`src/rtl/key_ring_pkg.sv`:
```
package key_ring_pkg;

  function automatic int ring_prev(input int idx, input int n);
    return (idx == 0) ? n - 1 : idx - 1;
  endfunction

  function automatic int ring_next(input int idx, input int n);
    return (idx == n - 1) ? 0 : idx + 1;
  endfunction

endpackage

```
`src/rtl/key_ring_gather.sv`:
```
module key_ring_gather #(
  parameter int NUM_KEYS = 6,
  parameter int STR_W    = 8
) (
  input  logic [NUM_KEYS-1:0]       det,
  input  logic [NUM_KEYS-1:0]       act,
  input  logic [NUM_KEYS*STR_W-1:0] str,
  output logic [NUM_KEYS-1:0]       prv_det,
  output logic [NUM_KEYS-1:0]       prv_act,
  output logic [NUM_KEYS*STR_W-1:0] prv_str,
  output logic [NUM_KEYS-1:0]       nxt_det,
  output logic [NUM_KEYS-1:0]       nxt_act,
  output logic [NUM_KEYS*STR_W-1:0] nxt_str
);
  import key_ring_pkg::*;

  // Route each key's two ring neighbours onto aligned lanes
  for (genvar g = 0; g < NUM_KEYS; g++) begin : g_lane
    localparam int P = ring_prev(g, NUM_KEYS);
    localparam int N = ring_next(g, NUM_KEYS);
    assign prv_det[g] = det[P];
    assign prv_act[g] = act[P];
    assign prv_str[g*STR_W +: STR_W] = str[P*STR_W +: STR_W];
    assign nxt_det[g] = det[N];
    assign nxt_act[g] = act[N];
    assign nxt_str[g*STR_W +: STR_W] = str[N*STR_W +: STR_W];
  end

endmodule

```
`src/rtl/key_ring_judge.sv`:
```
module key_ring_judge #(
  parameter int STR_W       = 8,
  parameter bit PRV_LOWER   = 1'b1,
  parameter bit NXT_LOWER   = 1'b0,
  parameter bit SUPPRESS_EN = 1'b1
) (
  input  logic             det,
  input  logic             act,
  input  logic [STR_W-1:0] str,
  input  logic             prv_det,
  input  logic             prv_act,
  input  logic [STR_W-1:0] prv_str,
  input  logic             nxt_det,
  input  logic             nxt_act,
  input  logic [STR_W-1:0] nxt_str,
  output logic             act_d,
  output logic             hold_d
);

  logic prv_beats, nxt_beats, blocked;

  // A detecting neighbour wins on larger strength, or on a tie if lower-indexed
  always_comb begin
    prv_beats = prv_det && ((prv_str > str) || (PRV_LOWER && (prv_str == str)));
    nxt_beats = nxt_det && ((nxt_str > str) || (NXT_LOWER && (nxt_str == str)));
    blocked   = prv_act || nxt_act || prv_beats || nxt_beats;
  end

  if (SUPPRESS_EN) begin : g_arb
    always_comb begin
      if (act) act_d = det;              // granted key is never re-arbitrated
      else     act_d = det && !blocked;
      hold_d = det && !act_d;
    end
  end else begin : g_free
    always_comb begin
      act_d  = det;
      hold_d = 1'b0;
    end
  end

endmodule

```
`src/rtl/key_ring_arbiter.sv`:
```
module key_ring_arbiter #(
  parameter int NUM_KEYS    = 6,
  parameter int STR_W       = 8,
  parameter bit SUPPRESS_EN = 1'b1
) (
  input  logic                      clk,
  input  logic                      rst,
  input  logic [NUM_KEYS-1:0]       key_det,
  input  logic [NUM_KEYS*STR_W-1:0] key_strength,
  output logic [NUM_KEYS-1:0]       key_out,
  output logic [NUM_KEYS-1:0]       drift_hold
);
  import key_ring_pkg::*;

  logic [NUM_KEYS-1:0]       prv_det, prv_act, nxt_det, nxt_act;
  logic [NUM_KEYS*STR_W-1:0] prv_str, nxt_str;
  logic [NUM_KEYS-1:0]       act_d, hold_d;

  key_ring_gather #(.NUM_KEYS(NUM_KEYS), .STR_W(STR_W)) u_gather (
    .det(key_det), .act(key_out), .str(key_strength),
    .prv_det(prv_det), .prv_act(prv_act), .prv_str(prv_str),
    .nxt_det(nxt_det), .nxt_act(nxt_act), .nxt_str(nxt_str)
  );

  for (genvar g = 0; g < NUM_KEYS; g++) begin : g_key
    localparam int P = ring_prev(g, NUM_KEYS);
    localparam int N = ring_next(g, NUM_KEYS);
    key_ring_judge #(
      .STR_W(STR_W), .PRV_LOWER(P < g), .NXT_LOWER(N < g),
      .SUPPRESS_EN(SUPPRESS_EN)
    ) u_judge (
      .det(key_det[g]), .act(key_out[g]), .str(key_strength[g*STR_W +: STR_W]),
      .prv_det(prv_det[g]), .prv_act(prv_act[g]), .prv_str(prv_str[g*STR_W +: STR_W]),
      .nxt_det(nxt_det[g]), .nxt_act(nxt_act[g]), .nxt_str(nxt_str[g*STR_W +: STR_W]),
      .act_d(act_d[g]), .hold_d(hold_d[g])
    );
  end

  always_ff @(posedge clk) begin
    if (rst) begin
      key_out    <= '0;
      drift_hold <= '0;
    end else begin
      key_out    <= act_d;
      drift_hold <= hold_d;
    end
  end

  // Checks next to the state they guard
  a_r1_reset_clears: assert property (@(posedge clk) rst |=> (key_out == '0 && drift_hold == '0));

  for (genvar g = 0; g < NUM_KEYS; g++) begin : g_chk
    localparam int N = ring_next(g, NUM_KEYS);
    a_r2_keeps_on: assert property (@(posedge clk) disable iff (rst)
      (key_out[g] && key_det[g]) |=> key_out[g]);
    a_r2_drops_off: assert property (@(posedge clk) disable iff (rst)
      !key_det[g] |=> !key_out[g]);
    if (SUPPRESS_EN) begin : g_sup
      a_r6_no_adjacent: assert property (@(posedge clk) disable iff (rst)
        !(key_out[g] && key_out[N]));
      a_r3_blocked_by_active: assert property (@(posedge clk) disable iff (rst)
        (key_out[N] && !key_out[g]) |=> !key_out[g]);
      a_r8_hold_exclusive: assert property (@(posedge clk) disable iff (rst)
        !(drift_hold[g] && key_out[g]));
    end else begin : g_free_chk
      a_r9_no_hold: assert property (@(posedge clk) disable iff (rst) !drift_hold[g]);
    end
  end

endmodule

```
`config.mk`:
```
export PLATFORM = sky130hd
export DESIGN_NAME = key_ring_arbiter
export DESIGN_NICKNAME = d
export VERILOG_FILES = /design/src/rtl/key_ring_pkg.sv /design/src/rtl/key_ring_gather.sv /design/src/rtl/key_ring_judge.sv /design/src/rtl/key_ring_arbiter.sv
export SDC_FILE = /design/constraint.sdc
export NUM_CORES = 1
export LEC_CHECK = 0
export BUFFER_PORTS_ARGS = -buffer_cell sky130_fd_sc_hd__buf_4
export CORE_MARGIN = 2
export CORE_UTILIZATION = 50
export DETAILED_ROUTE_END_ITERATION = 7
export MAX_ROUTING_LAYER = met4
export PLACE_DENSITY_LB_ADDON = 0.08
export SYNTH_ARGS = -nofsm -noshare
export SYNTH_HDL_FRONTEND = slang
export SYNTH_HIERARCHICAL = 1
export SYNTH_SLANG_ARGS = --single-unit
```
`constraint.sdc`:
```
create_clock -name clk -period 1.98 [get_ports clk]
set_clock_uncertainty 0.1 [all_clocks]
set_input_delay 0.198 -clock clk [delete_from_list [all_inputs] [get_ports clk]]
set_output_delay 0.198 -clock clk [all_outputs]
set_load 0.01 [all_outputs]
```
==> impl_metrics.py, run 1 <==
metrics = {
    "run_status": {
        "status": "finished, final reports clean",
    },
    "floorplan": {
        "num_io_pins": 68,
        "dieWidth_um": 89.9,
        "core_um2": 7210,
        "rows": 31,
        "initial_utilization": 0.511,
        "die_y_um": 89.9,
        "dieArea_um2": 8080,
    },
    "routing": {
        "ant_nets": 0,
        "route.detailed.wl_per_inst_um": 15.8,
        "dr.pass1.iters": 4,
        "viasPerCell": 5.19,
        "vias": 2666,
        "wirelength_um": 8120,
        "remaining_drc_errors": 0,
        "drt_iter0_drc": 101,
    },
    "critical_path": {
        "critPathKind": "primary input to flip-flop",
        "arrival_ns": 1.76,
        "r2r_slack_ns": 0.50,
        "cp-endpoint": "key_out[3]",
        "endpoint_kind": "flip-flop",
        "reg2reg_from": "key_out[0]",
        "required_ns": 2.02,
        "r2r_end": "drift_hold[5]",
        "cp-startpoint": "key_strength[31]",
        "reg2reg_depth": 5,
        "cp-start-kind": "primary input",
        "cp_max_fo": 3,
    },
    "logic_synthesis": {
        "syn_inst": 460,
        "synth_seq_cells": 12,
        "yosysUniqueCellTypes": 37,
        "syn-cell-area_um2": 3690,
        "synth.yosys.seq_area_share": 0.0651,
        "yosysWarnings": 6,
        "syn_nets": 612,
        "avgSynthCellArea_um2": 8.02,
    },
    "worst_hold_path": {
        "hold_path.class": "primary input to flip-flop",
    },
    "global_route": {
        "grt_start_max_net_pins": 13,
        "grt_pass1_wl_um": 13400,
        "first_global_vias": 2717,
        "top_usage_layer": "met2",
        "grt-ovfl-total": 0,
        "met1_usage": 0.284,
        "met2_usage": 0.359,
        "antenna_found_initial": 0,
        "grt_usage": 0.211,
        "met3_usage": 0.0293,
    },
    "placement": {
        "dpl.hpwl_um": 7430,
        "finalWeightedCongestion": 0.823,
        "port_buffers": 67,
    },
    "power_and_ir_drop": {
        "p_per_area_nw_per_um2": 363,
        "vdd_drop_max_mv": 0.244,
        "leakagePower_nw": 1.88,
    },
    "layout": {
        "n_fill_cell": 735,
        "fin_util": 0.485,
        "antennaDiodeCount": 0,
        "synthToLayoutAreaGrowth_pct": -5.22,
        "drive_above_1_share": 0.229,
        "nNetsFinal": 568,
        "final_common_cell": "ha_1",
        "final_cell_mix": "ha_1, buf_4, inv_1, a21oi_1, nand2_1",
    },
    "sta": {
        "drv_slew": 0,
        "max-slew-margin-rel": 0.788,
        "fmax_ghz": 0.582,
        "period_share": 0.868,
        "fin_crit_ns": 1.72,
        "hold_viol": 0,
        "fin_hold_ws_ns": 0.178,
        "tightest_slew_ns": 0.315,
        "setup_viol": 0,
        "rsz0062_at_grt": "no",
    },
    "clock_tree": {
        "cts.path.max_buffers": 2,
        "cts.sinks": 12,
        "post_cts_buffers": 0,
        "cts_root_buf": "clkbuf_8",
        "clk_latency_ns": 0.25,
        "htree_levels": 1,
        "cts.repair.resized": 0,
        "cts_tree": "built",
        "cts.clk_slew.worst_paths_ns": 0.06,
        "hold_buffers": 0,
        "numCtsBuffers": 3,
    },
    "flow_run": {
        "maxCapViolations": 0,
    },
}
==> worst min path at each step <==
| stage | depth (start not counted) | from | end | slack [ns] |
|---|---|---|---|---|
| 6_report | 2 | rst | key_out[2] | 0.18 |
| 5_1_grt | 2 | rst | key_out[5] | 0.17 |
| 4_1_cts | 2 | rst | key_out[2] | 0.17 |
| 3_5_place_dp | 2 | rst | key_out[5] | 0.43 |
| 3_3_place_gp | 2 | rst | key_out[2] | 0.43 |
| 2_1_floorplan | 1 | rst | drift_hold[5] | 0.31 |
==> sequential cells by signal, summed over array words and instances, names as in the netlist <==
signal      count
key_out         6
drift_hold      6
==> power by group <==
group          switching, W  internal [W]
logic              0.000363      0.000341
registers         0.0000208      0.000262
clock network      0.000106      0.000176
total              0.000490      0.000779
==> through the flow <==
step	worst slack, ns	total power [W]	area (µm²)	setup TNS [ns]	instances
after floorplan	0.132	0.000882	3690	0	460
after global placement	-0.00270	0.000982	3440	-0.00270	510
after detailed placement	-0.0125	0.000996	3440	-0.0125	510
after CTS	0.252	0.00128	3500	0	514
after global routing	0.184	0.00139	3500	0	514
final	0.261	0.00127	3500	0	514
==> cell type report <==
| class | count | area (µm²) | share of cell area |
|---|---|---|---|
| clock buffers | 4 | 55.1 | 0.0157 |
| inverters | 63 | 236 | 0.0676 |
| multi-input cells | 264 | 2300 | 0.658 |
| well taps | 99 | 124 | 0.0354 |
| flip-flops and latches | 12 | 240 | 0.0687 |
| repair buffers | 72 | 541 | 0.155 |
==> per-layer routing <==
| layer | part of all wire | wire length (µm) |
|---|---|---|
| met5 | 0 | 0 |
| met4 | 0 | 0 |
| met3 | 0.043 | 347 |
| met2 | 0.47 | 3850 |
| met1 | 0.48 | 3920 |
==> synth_stat cells, drive strengths merged <==
master   instances  area, µm²
a41oi            1       8.76
and2b            2       17.5
ha              96       1200
nor2             7       26.3
o221ai           5       50.0
a31oi           10       62.6
o21ai            9       45.0
a21oi           28        144
nor3b            3       27.5
inv             63        236
nand3            5       25.0
o2111ai          4       35.0
o21a             2       15.0
and4             5       43.8
nand2           21       78.8
o211ai           7       57.6
nand2b           5       31.3
or3              5       36.3
o311a            1       10.0
o2111a           1       11.3
a211o            6       52.6
nor2b           16        143
dfxtp           12        240
nand4           12       75.1
a21boi           1       7.51
a211oi           7       57.6
buf            121        912
o31ai            5       37.5
==> logic make-up (layout without fill, tap and decap cells) <==
group	count (synthesis)	in the layout	share of synthesized area
compound gates	87	87	0.161
fa+ha+maj	96	96	0.326
buf+inv	184	139	0.311
simple gates	81	81	0.137
flops	12	12	0.0651
==> worst max-delay path, stage by stage <==
cell and delay (ns):
buf_4 0.10, inv_1 0.05, ha_1 0.29, nand2_1 0.09, or3_1 0.30, o221ai_1 0.22
nand3_1 0.13, and4_1 0.20, and2b_2 0.18
Power figures use the tool's default switching activity.
==> run 2: changes to the inputs <==
- CELL_PAD_IN_SITES_DETAIL_PLACEMENT: not set -> 0
- CELL_PAD_IN_SITES_GLOBAL_PLACEMENT: not set -> 1
- CORE_UTILIZATION: 50 -> 43
==> run 2 against run 1 <==
Worst hold slack worse by 0.0070 ns. Global-route usage decreased by 2.2 points. Sequential cell count unchanged. Largest power group unchanged. Clock power about the same. Largest cell class unchanged. Highest routed layer is now met4. Combinational power fell by 0.6%. Critical path type unchanged. Worst setup slack lost 0.053 ns. Core utilization is 6.3 points lower. Sequential share of layout area barely moved. Fmax shrank 3.0%. Register-to-register slack gained 0.06 ns.
==> impl_metrics.py, run 2 (synthesis gave the netlist of run 1 again) <==
metrics = {
    "layout": {
        "final_common_cell": "ha_1",
        "synthToLayoutAreaGrowth_pct": -5.63,
        "n_fill_cell": 885,
        "final_cell_mix": "ha_1, buf_4, inv_1, a21oi_1, nand2_1",
        "top_regs": "drift_hold x6, key_out x6",
        "nNetsFinal": 565,
        "drive_above_1_share": 0.223,
        "antennaDiodeCount": 0,
        "stdcell_count": 517,
    },
    "worst_hold_path": {
        "whs_path_depth": 2,
        "hold_path.class": "primary input to flip-flop",
    },
    "critical_path": {
        "cp_cell_sequence": "buf_4, inv_1, ha_1, a211o_1, a31oi_1, o221ai_1, nand3_1, and4_1, nor2b_2",
        "cp-start-kind": "primary input",
        "reg2reg_depth": 5,
        "cp_max_fo": 3,
        "arrival_ns": 1.86,
        "cp_slowest_cell": "ha_1",
        "max_stage_delay_ns": 0.29,
        "endpoint_kind": "flip-flop",
        "required_ns": 2.07,
        "critPathKind": "primary input to flip-flop",
    },
    "power_and_ir_drop": {
        "p_clk_frac": 0.221,
        "p_switching_w": 0.000487,
        "power_switching_share": 0.386,
        "combPwrFrac": 0.555,
        "pwr-share-seq": 0.223,
        "leakagePower_nw": 1.86,
        "vdd_drop_max_mv": 0.284,
        "p_int_w": 0.000774,
        "p_per_area_nw_per_um2": 362,
    },
    "placement": {
        "post-place-ws_ns": -0.0905,
        "finalWeightedCongestion": 0.807,
        "dpl.hpwl_um": 7680,
        "port_buffers": 67,
        "place_inst": 513,
    },
    "routing": {
        "vias": 2670,
        "remaining_drc_errors": 0,
        "ant_nets": 0,
        "dr.pass1.iters": 4,
        "route.detailed.wl_per_inst_um": 16.4,
        "viasPerCell": 5.16,
        "wirelength_um": 8470,
        "drt_iter0_drc": 51,
    },
    "sta": {
        "tightest_slew_ns": 0.343,
        "fin_crit_ns": 1.77,
        "max-slew-margin-rel": 0.771,
        "timing.final.ws_setup_ns": 0.209,
        "drv_slew": 0,
        "period_share": 0.895,
        "hold_viol": 0,
        "rsz0062_at_grt": "no",
        "fmax_ghz": 0.565,
        "setup_viol": 0,
    },
    "clock_tree": {
        "clk_latency_ns": 0.25,
        "cts.path.max_buffers": 2,
        "numCtsBuffers": 3,
        "htree_levels": 1,
        "cts.sinks": 12,
        "cts.clk_slew.worst_paths_ns": 0.06,
        "cts.repair.resized": 0,
        "post_cts_buffers": 0,
        "hold_buffers": 0,
        "cts_root_buf": "clkbuf_8",
        "cts_tree": "built",
    },
    "global_route": {
        "grt_pass1_wl_um": 13900,
        "grt-ovfl-total": 0,
        "grt_usage": 0.190,
        "antenna_found_initial": 0,
        "grt_start_max_net_pins": 13,
        "first_global_vias": 2738,
    },
    "floorplan": {
        "rows": 33,
        "num_io_pins": 68,
        "initial_utilization": 0.447,
        "dieArea_um2": 9330,
        "dieWidth_um": 96.6,
        "die_y_um": 96.6,
        "core_um2": 8260,
    },
    "flow_run": {
        "maxCapViolations": 0,
    },
    "run_status": {
        "status": "finished, final reports clean",
    },
}
==> run 2: cell count changes in the layout (fill, tap and decap cells not counted) <==
cell / delta
buf_4: -3
==> run 2: final timing paths <==
kind,startpoint,end,slack [ns]
min,rst,key_out[2],0.17
min reg2reg,key_out[5],key_out[5],0.62
max,key_strength[10],key_out[1],0.21
max reg2reg,key_out[0],drift_hold[5],0.56
==> run 2: per-stage QoR <==
| stage | hold slack (ns) | area, µm² | TNS (ns) | power [W] | utilization |
|---|---|---|---|---|---|
| floorplan | 0.306 | 3690 | 0 | 0.000882 | - |
| global placement | 0.439 | 3430 | -0.122 | 0.000987 | 0.415 |
| detailed placement | 0.433 | 3430 | -0.209 | 0.000994 | 0.415 |
| CTS | 0.167 | 3480 | 0 | 0.00128 | 0.422 |
| global route | 0.167 | 3480 | 0 | 0.00139 | 0.422 |
| finish | 0.171 | 3480 | 0 | 0.00126 | 0.422 |
==> run 2: metal layers <==
metal	global-route usage	up-vias	wire, µm
met5	-	-	0
met4	0.0238	0	70
met3	0.0282	6	332
met2	0.309	53	3950
met1	0.257	1213	4120
li1	-	1398	-
==> run 2: critical path: cells and delay by family <==
kind / cells / cell delay (ns)
AOI/OAI and AO/OA: 3 / 0.77
and+or+nand+nor: 3 / 0.43
adders and majority gates: 1 / 0.29
buffers and inverters: 2 / 0.17
==> run 2: area by class of cell <==
class,count,area (µm²),share of cell area
sequential,12,240,0.0690
tap,105,131,0.0377
inverter,63,236,0.0679
multi-input combinational,264,2300,0.661
timing repair buffer,69,518,0.149
clock buffer,4,55.1,0.0158
==> run 2: power by group through the flow <==
stage	combinational, W	sequential, W	clock (W)
5_1_grt	0.000805	0.000284	0.000303
3_3_place_gp	0.000699	0.000287	0
2_1_floorplan	0.000593	0.000289	0
6_report	0.000701	0.000282	0.000279
3_5_place_dp	0.000708	0.000287	0
4_1_cts	0.000711	0.000282	0.000290
